### src/rtl/ata_tf_pkg.sv
package ata_tf_pkg;

   localparam int LBA_W = 28;

   typedef enum logic [1:0] {
      XF_NONE    = 2'd0,
      XF_PIO_IN  = 2'd1,
      XF_PIO_OUT = 2'd2,
      XF_DMA     = 2'd3
   } xfer_class_e;

   // status bits
   localparam int ST_BSY  = 7;
   localparam int ST_DRDY = 6;
   localparam int ST_DF   = 5;
   localparam int ST_DRQ  = 3;
   localparam int ST_ERR  = 0;

   localparam logic [7:0] STAT_IDLE  = 8'h40;
   localparam logic [7:0] STAT_ABORT = 8'h41;
   localparam logic [7:0] ERR_DIAG   = 8'h01;
   localparam logic [7:0] ERR_ABORT  = 8'h04;

   localparam int DRV_LBA  = 6;
   localparam int CTL_SRST = 2;
   localparam int CTL_NIEN = 1;

   // register offsets
   localparam logic [2:0] RA_DATA = 3'd0;
   localparam logic [2:0] RA_FEAT = 3'd1;
   localparam logic [2:0] RA_CNT  = 3'd2;
   localparam logic [2:0] RA_SEC  = 3'd3;
   localparam logic [2:0] RA_CYLL = 3'd4;
   localparam logic [2:0] RA_CYLH = 3'd5;
   localparam logic [2:0] RA_DRV  = 3'd6;
   localparam logic [2:0] RA_CMD  = 3'd7;
   localparam logic [2:0] RA_CTL  = 3'd6;

   typedef struct packed {
      logic        known;
      xfer_class_e cls;
      logic        needs_lba;
      logic        mem_wr;
      logic        ident;
      logic        max_native;
   } cmd_info_t;

endpackage

### src/rtl/ata_tf_classify.sv
module ata_tf_classify
   import ata_tf_pkg::*;
(
   input  logic [7:0] opcode,
   output cmd_info_t  info
);
   always_comb begin
      info = '{known: 1'b0, cls: XF_NONE, needs_lba: 1'b0,
               mem_wr: 1'b0, ident: 1'b0, max_native: 1'b0};
      case (opcode)
         8'h10, 8'h40, 8'h70, 8'h91, 8'hC6, 8'hE0, 8'hE7, 8'hEF:
            info.known = 1'b1;
         8'hF8: begin
            info.known      = 1'b1;
            info.max_native = 1'b1;
         end
         8'hEC: begin
            info.known = 1'b1;
            info.cls   = XF_PIO_IN;
            info.ident = 1'b1;
         end
         8'h20, 8'hC4: begin
            info.known     = 1'b1;
            info.cls       = XF_PIO_IN;
            info.needs_lba = 1'b1;
         end
         8'h30, 8'hC5: begin
            info.known     = 1'b1;
            info.cls       = XF_PIO_OUT;
            info.needs_lba = 1'b1;
         end
         8'hC8: begin
            info.known     = 1'b1;
            info.cls       = XF_DMA;
            info.needs_lba = 1'b1;
            info.mem_wr    = 1'b1;
         end
         8'hCA: begin
            info.known     = 1'b1;
            info.cls       = XF_DMA;
            info.needs_lba = 1'b1;
         end
         default: ;
      endcase
   end
endmodule

### src/rtl/ata_tf_sizer.sv
module ata_tf_sizer
   import ata_tf_pkg::*;
#(
   parameter int SECTOR_BYTES = 512,
   localparam int SHIFT   = $clog2(SECTOR_BYTES),
   localparam int BYTES_W = 9 + SHIFT
)(
   input  cmd_info_t          info,
   input  logic [7:0]         count,
   input  logic [7:0]         sector,
   input  logic [7:0]         cyl_lo,
   input  logic [7:0]         cyl_hi,
   input  logic [3:0]         head,
   input  logic [LBA_W-1:0]   capacity,
   output logic [BYTES_W-1:0] byte_total,
   output logic [LBA_W-1:0]   lba,
   output logic [LBA_W-1:0]   max_lba
);
   logic [8:0] sectors;

   assign sectors = (count == 8'd0) ? 9'd256 : {1'b0, count};
   assign lba     = {head, cyl_hi, cyl_lo, sector};
   assign max_lba = capacity - LBA_W'(1);

   always_comb begin
      if (info.ident)
         byte_total = BYTES_W'(SECTOR_BYTES);
      else if (info.cls != XF_NONE)
         byte_total = BYTES_W'(sectors) << SHIFT;
      else
         byte_total = '0;
   end
endmodule

### src/rtl/ata_taskfile_dec.sv
module ata_taskfile_dec
   import ata_tf_pkg::*;
#(
   parameter int SECTOR_BYTES = 512,
   parameter bit STRICT_LBA   = 1'b1,
   localparam int SHIFT   = $clog2(SECTOR_BYTES),
   localparam int BYTES_W = 9 + SHIFT
)(
   input  logic               clk,
   input  logic               rst_n,
   input  logic               host_rd,
   input  logic               host_wr,
   input  logic               host_blk,
   input  logic [2:0]         host_addr,
   input  logic [15:0]        host_wdata,
   output logic [15:0]        host_rdata,
   input  logic               sm_data_load,
   input  logic [15:0]        sm_data_word,
   input  logic               sm_stat_we,
   input  logic [7:0]         sm_stat_val,
   input  logic [LBA_W-1:0]   capacity,
   output logic               ev_data_rd,
   output logic               ev_data_wr,
   output logic               ev_stat_rd,
   output logic               ev_sel_wr,
   output logic               ev_cmd_wr,
   output logic               ev_cmd_err,
   output logic               ev_srst_set,
   output logic               ev_srst_clr,
   output logic [1:0]         xfer_class,
   output logic               dma_mem_wr,
   output logic [LBA_W-1:0]   start_lba,
   output logic [BYTES_W-1:0] xfer_bytes,
   output logic               irq_disable,
   output logic               srst_active
);
   initial begin
      if (SECTOR_BYTES < 2 || (SECTOR_BYTES & (SECTOR_BYTES - 1)) != 0)
         $fatal(1, "SECTOR_BYTES must be a power of two");
   end

   logic [15:0] data_q;
   logic [7:0]  err_q, cnt_q, sec_q, cyll_q, cylh_q, drv_q, stat_q, op_q;
   xfer_class_e cls_q;

   logic wr_cmd, rd_cmd, wr_ctl;
   assign wr_cmd = host_wr & ~host_blk;
   assign rd_cmd = host_rd & ~host_blk;
   assign wr_ctl = host_wr &  host_blk & (host_addr == RA_CTL);

   cmd_info_t          info;
   logic [BYTES_W-1:0] bytes_n;
   logic [LBA_W-1:0]   lba_n, max_n;
   logic               chs_bad, accept;

   ata_tf_classify u_cls (
      .opcode (host_wdata[7:0]),
      .info   (info)
   );

   ata_tf_sizer #(.SECTOR_BYTES(SECTOR_BYTES)) u_size (
      .info       (info),
      .count      (cnt_q),
      .sector     (sec_q),
      .cyl_lo     (cyll_q),
      .cyl_hi     (cylh_q),
      .head       (drv_q[3:0]),
      .capacity   (capacity),
      .byte_total (bytes_n),
      .lba        (lba_n),
      .max_lba    (max_n)
   );

   generate
      if (STRICT_LBA) begin : g_strict
         assign chs_bad = info.needs_lba & ~drv_q[DRV_LBA];
      end else begin : g_loose
         assign chs_bad = 1'b0;
      end
   endgenerate

   assign accept = info.known & ~chs_bad;

   always_ff @(posedge clk or negedge rst_n) begin
      if (!rst_n) begin
         data_q <= '0;  err_q <= ERR_DIAG; cnt_q <= '0; sec_q <= '0;
         cyll_q <= '0;  cylh_q <= '0;      drv_q <= '0; stat_q <= STAT_IDLE;
         op_q <= '0;    cls_q <= XF_NONE;  dma_mem_wr <= 1'b0;
         start_lba <= '0; xfer_bytes <= '0;
         irq_disable <= 1'b0; srst_active <= 1'b0;
         ev_data_rd <= 1'b0; ev_data_wr <= 1'b0; ev_stat_rd <= 1'b0;
         ev_sel_wr <= 1'b0;  ev_cmd_wr <= 1'b0;  ev_cmd_err <= 1'b0;
         ev_srst_set <= 1'b0; ev_srst_clr <= 1'b0;
      end else begin
         ev_data_rd <= 1'b0; ev_data_wr <= 1'b0; ev_stat_rd <= 1'b0;
         ev_sel_wr <= 1'b0;  ev_cmd_wr <= 1'b0;  ev_cmd_err <= 1'b0;
         ev_srst_set <= 1'b0; ev_srst_clr <= 1'b0;

         if (sm_data_load) data_q <= sm_data_word;
         if (sm_stat_we)   stat_q <= sm_stat_val;

         if (wr_cmd) begin
            case (host_addr)
               RA_DATA: begin
                  data_q     <= host_wdata;
                  ev_data_wr <= 1'b1;
               end
               RA_FEAT: ;
               RA_CNT:  cnt_q  <= host_wdata[7:0];
               RA_SEC:  sec_q  <= host_wdata[7:0];
               RA_CYLL: cyll_q <= host_wdata[7:0];
               RA_CYLH: cylh_q <= host_wdata[7:0];
               RA_DRV: begin
                  drv_q     <= host_wdata[7:0];
                  ev_sel_wr <= 1'b1;
               end
               default: begin
                  op_q      <= host_wdata[7:0];
                  ev_cmd_wr <= 1'b1;
                  start_lba <= lba_n;
                  if (accept) begin
                     cls_q      <= info.cls;
                     dma_mem_wr <= info.mem_wr;
                     xfer_bytes <= bytes_n;
                     err_q      <= 8'h00;
                     stat_q     <= (stat_q | (8'h1 << ST_BSY)) &
                                   ~((8'h1 << ST_DRQ) | (8'h1 << ST_DF) | (8'h1 << ST_ERR));
                     if (info.max_native) begin
                        sec_q  <= max_n[7:0];
                        cyll_q <= max_n[15:8];
                        cylh_q <= max_n[23:16];
                        drv_q  <= {drv_q[7:4], max_n[27:24]};
                     end
                  end else begin
                     cls_q      <= XF_NONE;
                     dma_mem_wr <= 1'b0;
                     xfer_bytes <= '0;
                     err_q      <= ERR_ABORT;
                     stat_q     <= STAT_ABORT;
                     ev_cmd_err <= 1'b1;
                  end
               end
            endcase
         end

         if (rd_cmd) begin
            if (host_addr == RA_DATA) ev_data_rd <= 1'b1;
            if (host_addr == RA_CMD)  ev_stat_rd <= 1'b1;
         end

         if (wr_ctl) begin
            irq_disable <= host_wdata[CTL_NIEN];
            if (host_wdata[CTL_SRST]) begin
               srst_active    <= 1'b1;
               stat_q[ST_BSY] <= 1'b1;
               ev_srst_set    <= 1'b1;
            end else if (srst_active) begin
               srst_active <= 1'b0;
               ev_srst_clr <= 1'b1;
               data_q <= '0;  err_q <= ERR_DIAG; cnt_q <= '0; sec_q <= '0;
               cyll_q <= '0;  cylh_q <= '0;      drv_q <= '0; stat_q <= STAT_IDLE;
               op_q <= '0;    cls_q <= XF_NONE;  dma_mem_wr <= 1'b0;
               start_lba <= '0; xfer_bytes <= '0;
            end
         end
      end
   end

   assign xfer_class = cls_q;

   always_comb begin
      host_rdata = 16'h0000;
      if (host_blk) begin
         if (host_addr == RA_CTL) host_rdata = {8'h00, stat_q};
      end else begin
         case (host_addr)
            RA_DATA: host_rdata = data_q;
            RA_FEAT: host_rdata = {8'h00, err_q};
            RA_CNT:  host_rdata = {8'h00, cnt_q};
            RA_SEC:  host_rdata = {8'h00, sec_q};
            RA_CYLL: host_rdata = {8'h00, cyll_q};
            RA_CYLH: host_rdata = {8'h00, cylh_q};
            RA_DRV:  host_rdata = {8'h00, drv_q};
            default: host_rdata = {8'h00, stat_q};
         endcase
      end
   end
endmodule

### config.mk
export PLATFORM = sky130hd
export DESIGN_NAME = ata_taskfile_dec
export DESIGN_NICKNAME = d
export VERILOG_FILES = /design/src/rtl/ata_tf_pkg.sv /design/src/rtl/ata_tf_classify.sv /design/src/rtl/ata_tf_sizer.sv /design/src/rtl/ata_taskfile_dec.sv
export SDC_FILE = /design/constraint.sdc
export NUM_CORES = 1
export LEC_CHECK = 0
export BUFFER_PORTS_ARGS = -buffer_cell sky130_fd_sc_hd__buf_2
export CORE_ASPECT_RATIO = 1.2
export CORE_MARGIN = 5
export CORE_UTILIZATION = 37
export DETAILED_ROUTE_END_ITERATION = 16
export MAX_ROUTING_LAYER = met4
export PLACE_DENSITY_LB_ADDON = 0.15
export SLEW_MARGIN = 30
export SYNTH_ARGS = -nofsm -noshare
export SYNTH_HDL_FRONTEND = slang
export SYNTH_SLANG_ARGS = --single-unit
export TNS_END_PERCENT = 10
### constraint.sdc
create_clock -name clk -period 2.32 [get_ports clk]
set_input_delay 0.116 -clock clk [delete_from_list [all_inputs] [get_ports clk]]
set_output_delay 0.116 -clock clk [all_outputs]
set_load 0.05 [all_outputs]
==> run metrics <==
final setup fails 0; root buf cell clkbuf_16; Worst Hold Endpoint data_q[2]; cts bufs inserted 17; row count 56; vias in the first global route 6515; critical path class flop to primary output; synth cell count leaders dfrtp_1 (129), nand2_1 (95), a21oi_1 (75), nor2_1 (59), clkbuf_1 (54); GPL Wtd Cong ~0.86; Hold Startpoint sm_data_word[2]; reg2reg setup slack 0.74 ns; Crit path largest cell delay 0.53 ns; DRT Wirelength 24300 um; hold depth 3; Cells after Synth around 780; Pint ~5.3 mW; critical path, cell by cell mux2i_1 > mux4_2 > o22a_1 > a21oi_2 > buf_4; critical path startpoint category flop; die height 164 um; Setup WS post-layout about 0.049 ns; IO Port Bufs 152; layout cell share with drive strength beyond 1 0.271; pwr/cell area 874 nW/um^2; CTS Buffer Depth 2; DRT Pass-1 Iters 5; Initial Util 0.374; Avg Cell Area, Syn 9.30 sq um; DR DRC count 0; via count 6738; most common cell in the netlist dfrtp_1; DP Worst Slack -0.0793 ns; fillers 1954; DR vias/cell 5.49; family with the most delay on the worst path multiplexers; Syn. warnings 0; GRT overflow 0; count of state elements after synthesis ~130; Final Hold Fails 0; Non-Filler Instances about 1200; post-synth top area share 0.443; CTS tree done; Area contributors post-synth dfrtp_1 (44%), mux2i_1 (6.3%), a21oi_1 (5.1%), nand2_1 (4.9%), nor2_1 (3.0%); die area 22600 sq um; min-delay worst type primary input to flop; Clock transition at path regs 0.06 ns; largest area contributor in the netlist dfrtp_1; worst skew pair latency 0.42 ns; worst r2r dst xfer_bytes[15]; Worst Path Buf+Inv 1; worst path arrival time 2.15 ns; r2r worst-path depth 3; CP Max Fanout 2; max-slew violations 0; Core ar. ~20000 sq um; I/O Pins ~150; HPWL Detailed 17900 um; sw power 2.86 mW; Die W 138 um; largest net degree at the start of global routing 63; number of synthesized flops with an enable pin 0; Sw Ratio 0.350; area delta synth->final 28.3%; post-synth cell types 67; DRT antenna net count 0; prevailing post-synth register cell dfrtp_1; global-route wire length before repair 38500 um; cell with the largest stage delay on the worst path dfstp_2; max_slew headroom 0.547; Critical R2R Launch srst_active; Reg power frac 0.381; placed cells 1180; wire per inst 19.8 um; crit path capture type primary output; Syn Std Cell Area between 7000 and 8000 sq um; critical path required time about 2.2 ns; fmax around 0.44 GHz; Clock Skew 0.00697 ns; FFs w/ async S/R, synth 1.00; Max-Cap Viols 0; initial antenna violation count 1; outcome finished clean; post-route minimum period 2.27 ns; period utilisation layout 0.979; post-synthesis net count 864; leakage dissipation roughly 4.4 nW; Seq/Total Area, Yosys 0.450; clock tree sinks 131; H-tree levels 4; all-layer global routing usage 0.221; Iteration-0 DRC Markers ~380; clock network power share 0.364; VDD IR max slightly above 0.5 mV; actual slew at the worst max-slew pin 0.677 ns; Comb power frac 0.255; Total Nets Final between 1000 and 1500
==> metrics by stage <==
stage                     total power [mW]  hold slack [ns]  utilization  cell area (sq um)  setup TNS, ns
after floorplan                       4.44           -0.180            -               7300          -1.18
after global placement                5.21            0.147        0.438               8530        -0.0225
after detailed placement              5.22            0.145        0.438               8530         -0.135
after CTS                             8.23          0.00659        0.480               9350              0
after global routing                  8.53           0.0198        0.480               9360       -0.00608
final                                 8.18           0.0152        0.480               9360              0
==> layer usage <==
| metal | part of all wire | global-route usage | wire length [um] | vias to the layer above |
|---|---|---|---|---|
| met4 | 0.022 | 0.0732 | 536 | 0 |
| met2 | 0.47 | 0.343 | 11400 | 240 |
| met3 | 0.055 | 0.0414 | 1350 | 45 |
| met1 | 0.45 | 0.295 | 11000 | 3227 |
| li1 | - | - | - | 3226 |
| met5 | 0 | - | 0 | - |
==> flip-flops by register name (all words and copies together) (netlist names), 2 cells and up <==
signal / count
xfer_bytes: 18
drv_q: 8
cyll_q: 8
err_q: 8
cylh_q: 8
xfer_class: 2
stat_q: 8
start_lba: 28
sec_q: 8
cnt_q: 8
data_q: 16
==> area by class of cell <==
cell class                      instances  area [sq um]  area share
Antenna cell                            1          2.50    0.000267
Clock buffer                           21           480      0.0513
Clock inverter                         10           169      0.0181
Inverter                               10          37.5     0.00401
Multi-Input combinational cell        576          3710       0.397
Sequential cell                       131          3280       0.351
Tap cell                              261           327      0.0349
Timing Repair Buffer                  218          1350       0.144
==> power groups by stage <==
stage               Clock [mW]  Sequential (mW)  Combinational, mW
finish                    2.98             3.12               2.09
global route              3.12             3.16               2.25
floorplan                    0             3.56              0.882
detailed placement           0             3.16               2.06
global placement             0             3.16               2.05
CTS                       3.02             3.12               2.09
==> worst max-delay path by stage <==
stage                                to    startpoint  slack (ns)  depth (start not counted)
after global routing      host_rdata[7]     cyll_q[7]      -0.006                          5
after detailed placement      cyll_q[6]   capacity[0]       -0.08                          8
after floorplan           host_rdata[1]  host_addr[0]       -0.21                          7
final                     host_rdata[0]      err_q[0]        0.05                          5
after global placement        cyll_q[6]   capacity[0]       -0.02                          8
after CTS                 host_rdata[0]      err_q[0]        0.03                          5
==> worst min-delay path, cell delays in order <==
cell and delay [ns]:
buf_2 0.08, mux2i_1 0.06, a21oi_1 0.14
==> cells by family after synthesis <==
kind of cell	after synthesis	share of synthesized area
flops	131	0.450
xor+xnor	15	0.0180
mux	58	0.0940
simple gates	298	0.208
fa+ha+maj	2	0.00446
buf+inv	77	0.0425
compound gates	203	0.183
==> cells in the final DEF (no fill, tap or decap), types with 17 or more instances in the layout <==
| master | synthesis | routed |
|---|---|---|
| nand3_1 | 25 | 24 |
| a21oi_1 | 75 | 74 |
| o21ai_0 | 22 | 20 |
| clkbuf_16 | 0 | 17 |
| mux2i_1 | 46 | 46 |
| nor2_1 | 59 | 59 |
| and3_1 | 18 | 18 |
| nor3_1 | 27 | 27 |
| a211oi_1 | 22 | 22 |
| buf_2 | 2 | 148 |
| buf_4 | 0 | 49 |
| nand2_1 | 95 | 95 |
| dfrtp_1 | 129 | 129 |
==> what timing repair did <==
item,in CTS,in global routing
hold buffers,16,0
pin swaps,0,0
endpoints found under the setup margin,1,3
resized for setup,1,4
setup buffers,0,0
hold endpoints to repair,74,0
Note: power is estimated with default switching activity, not from simulation.
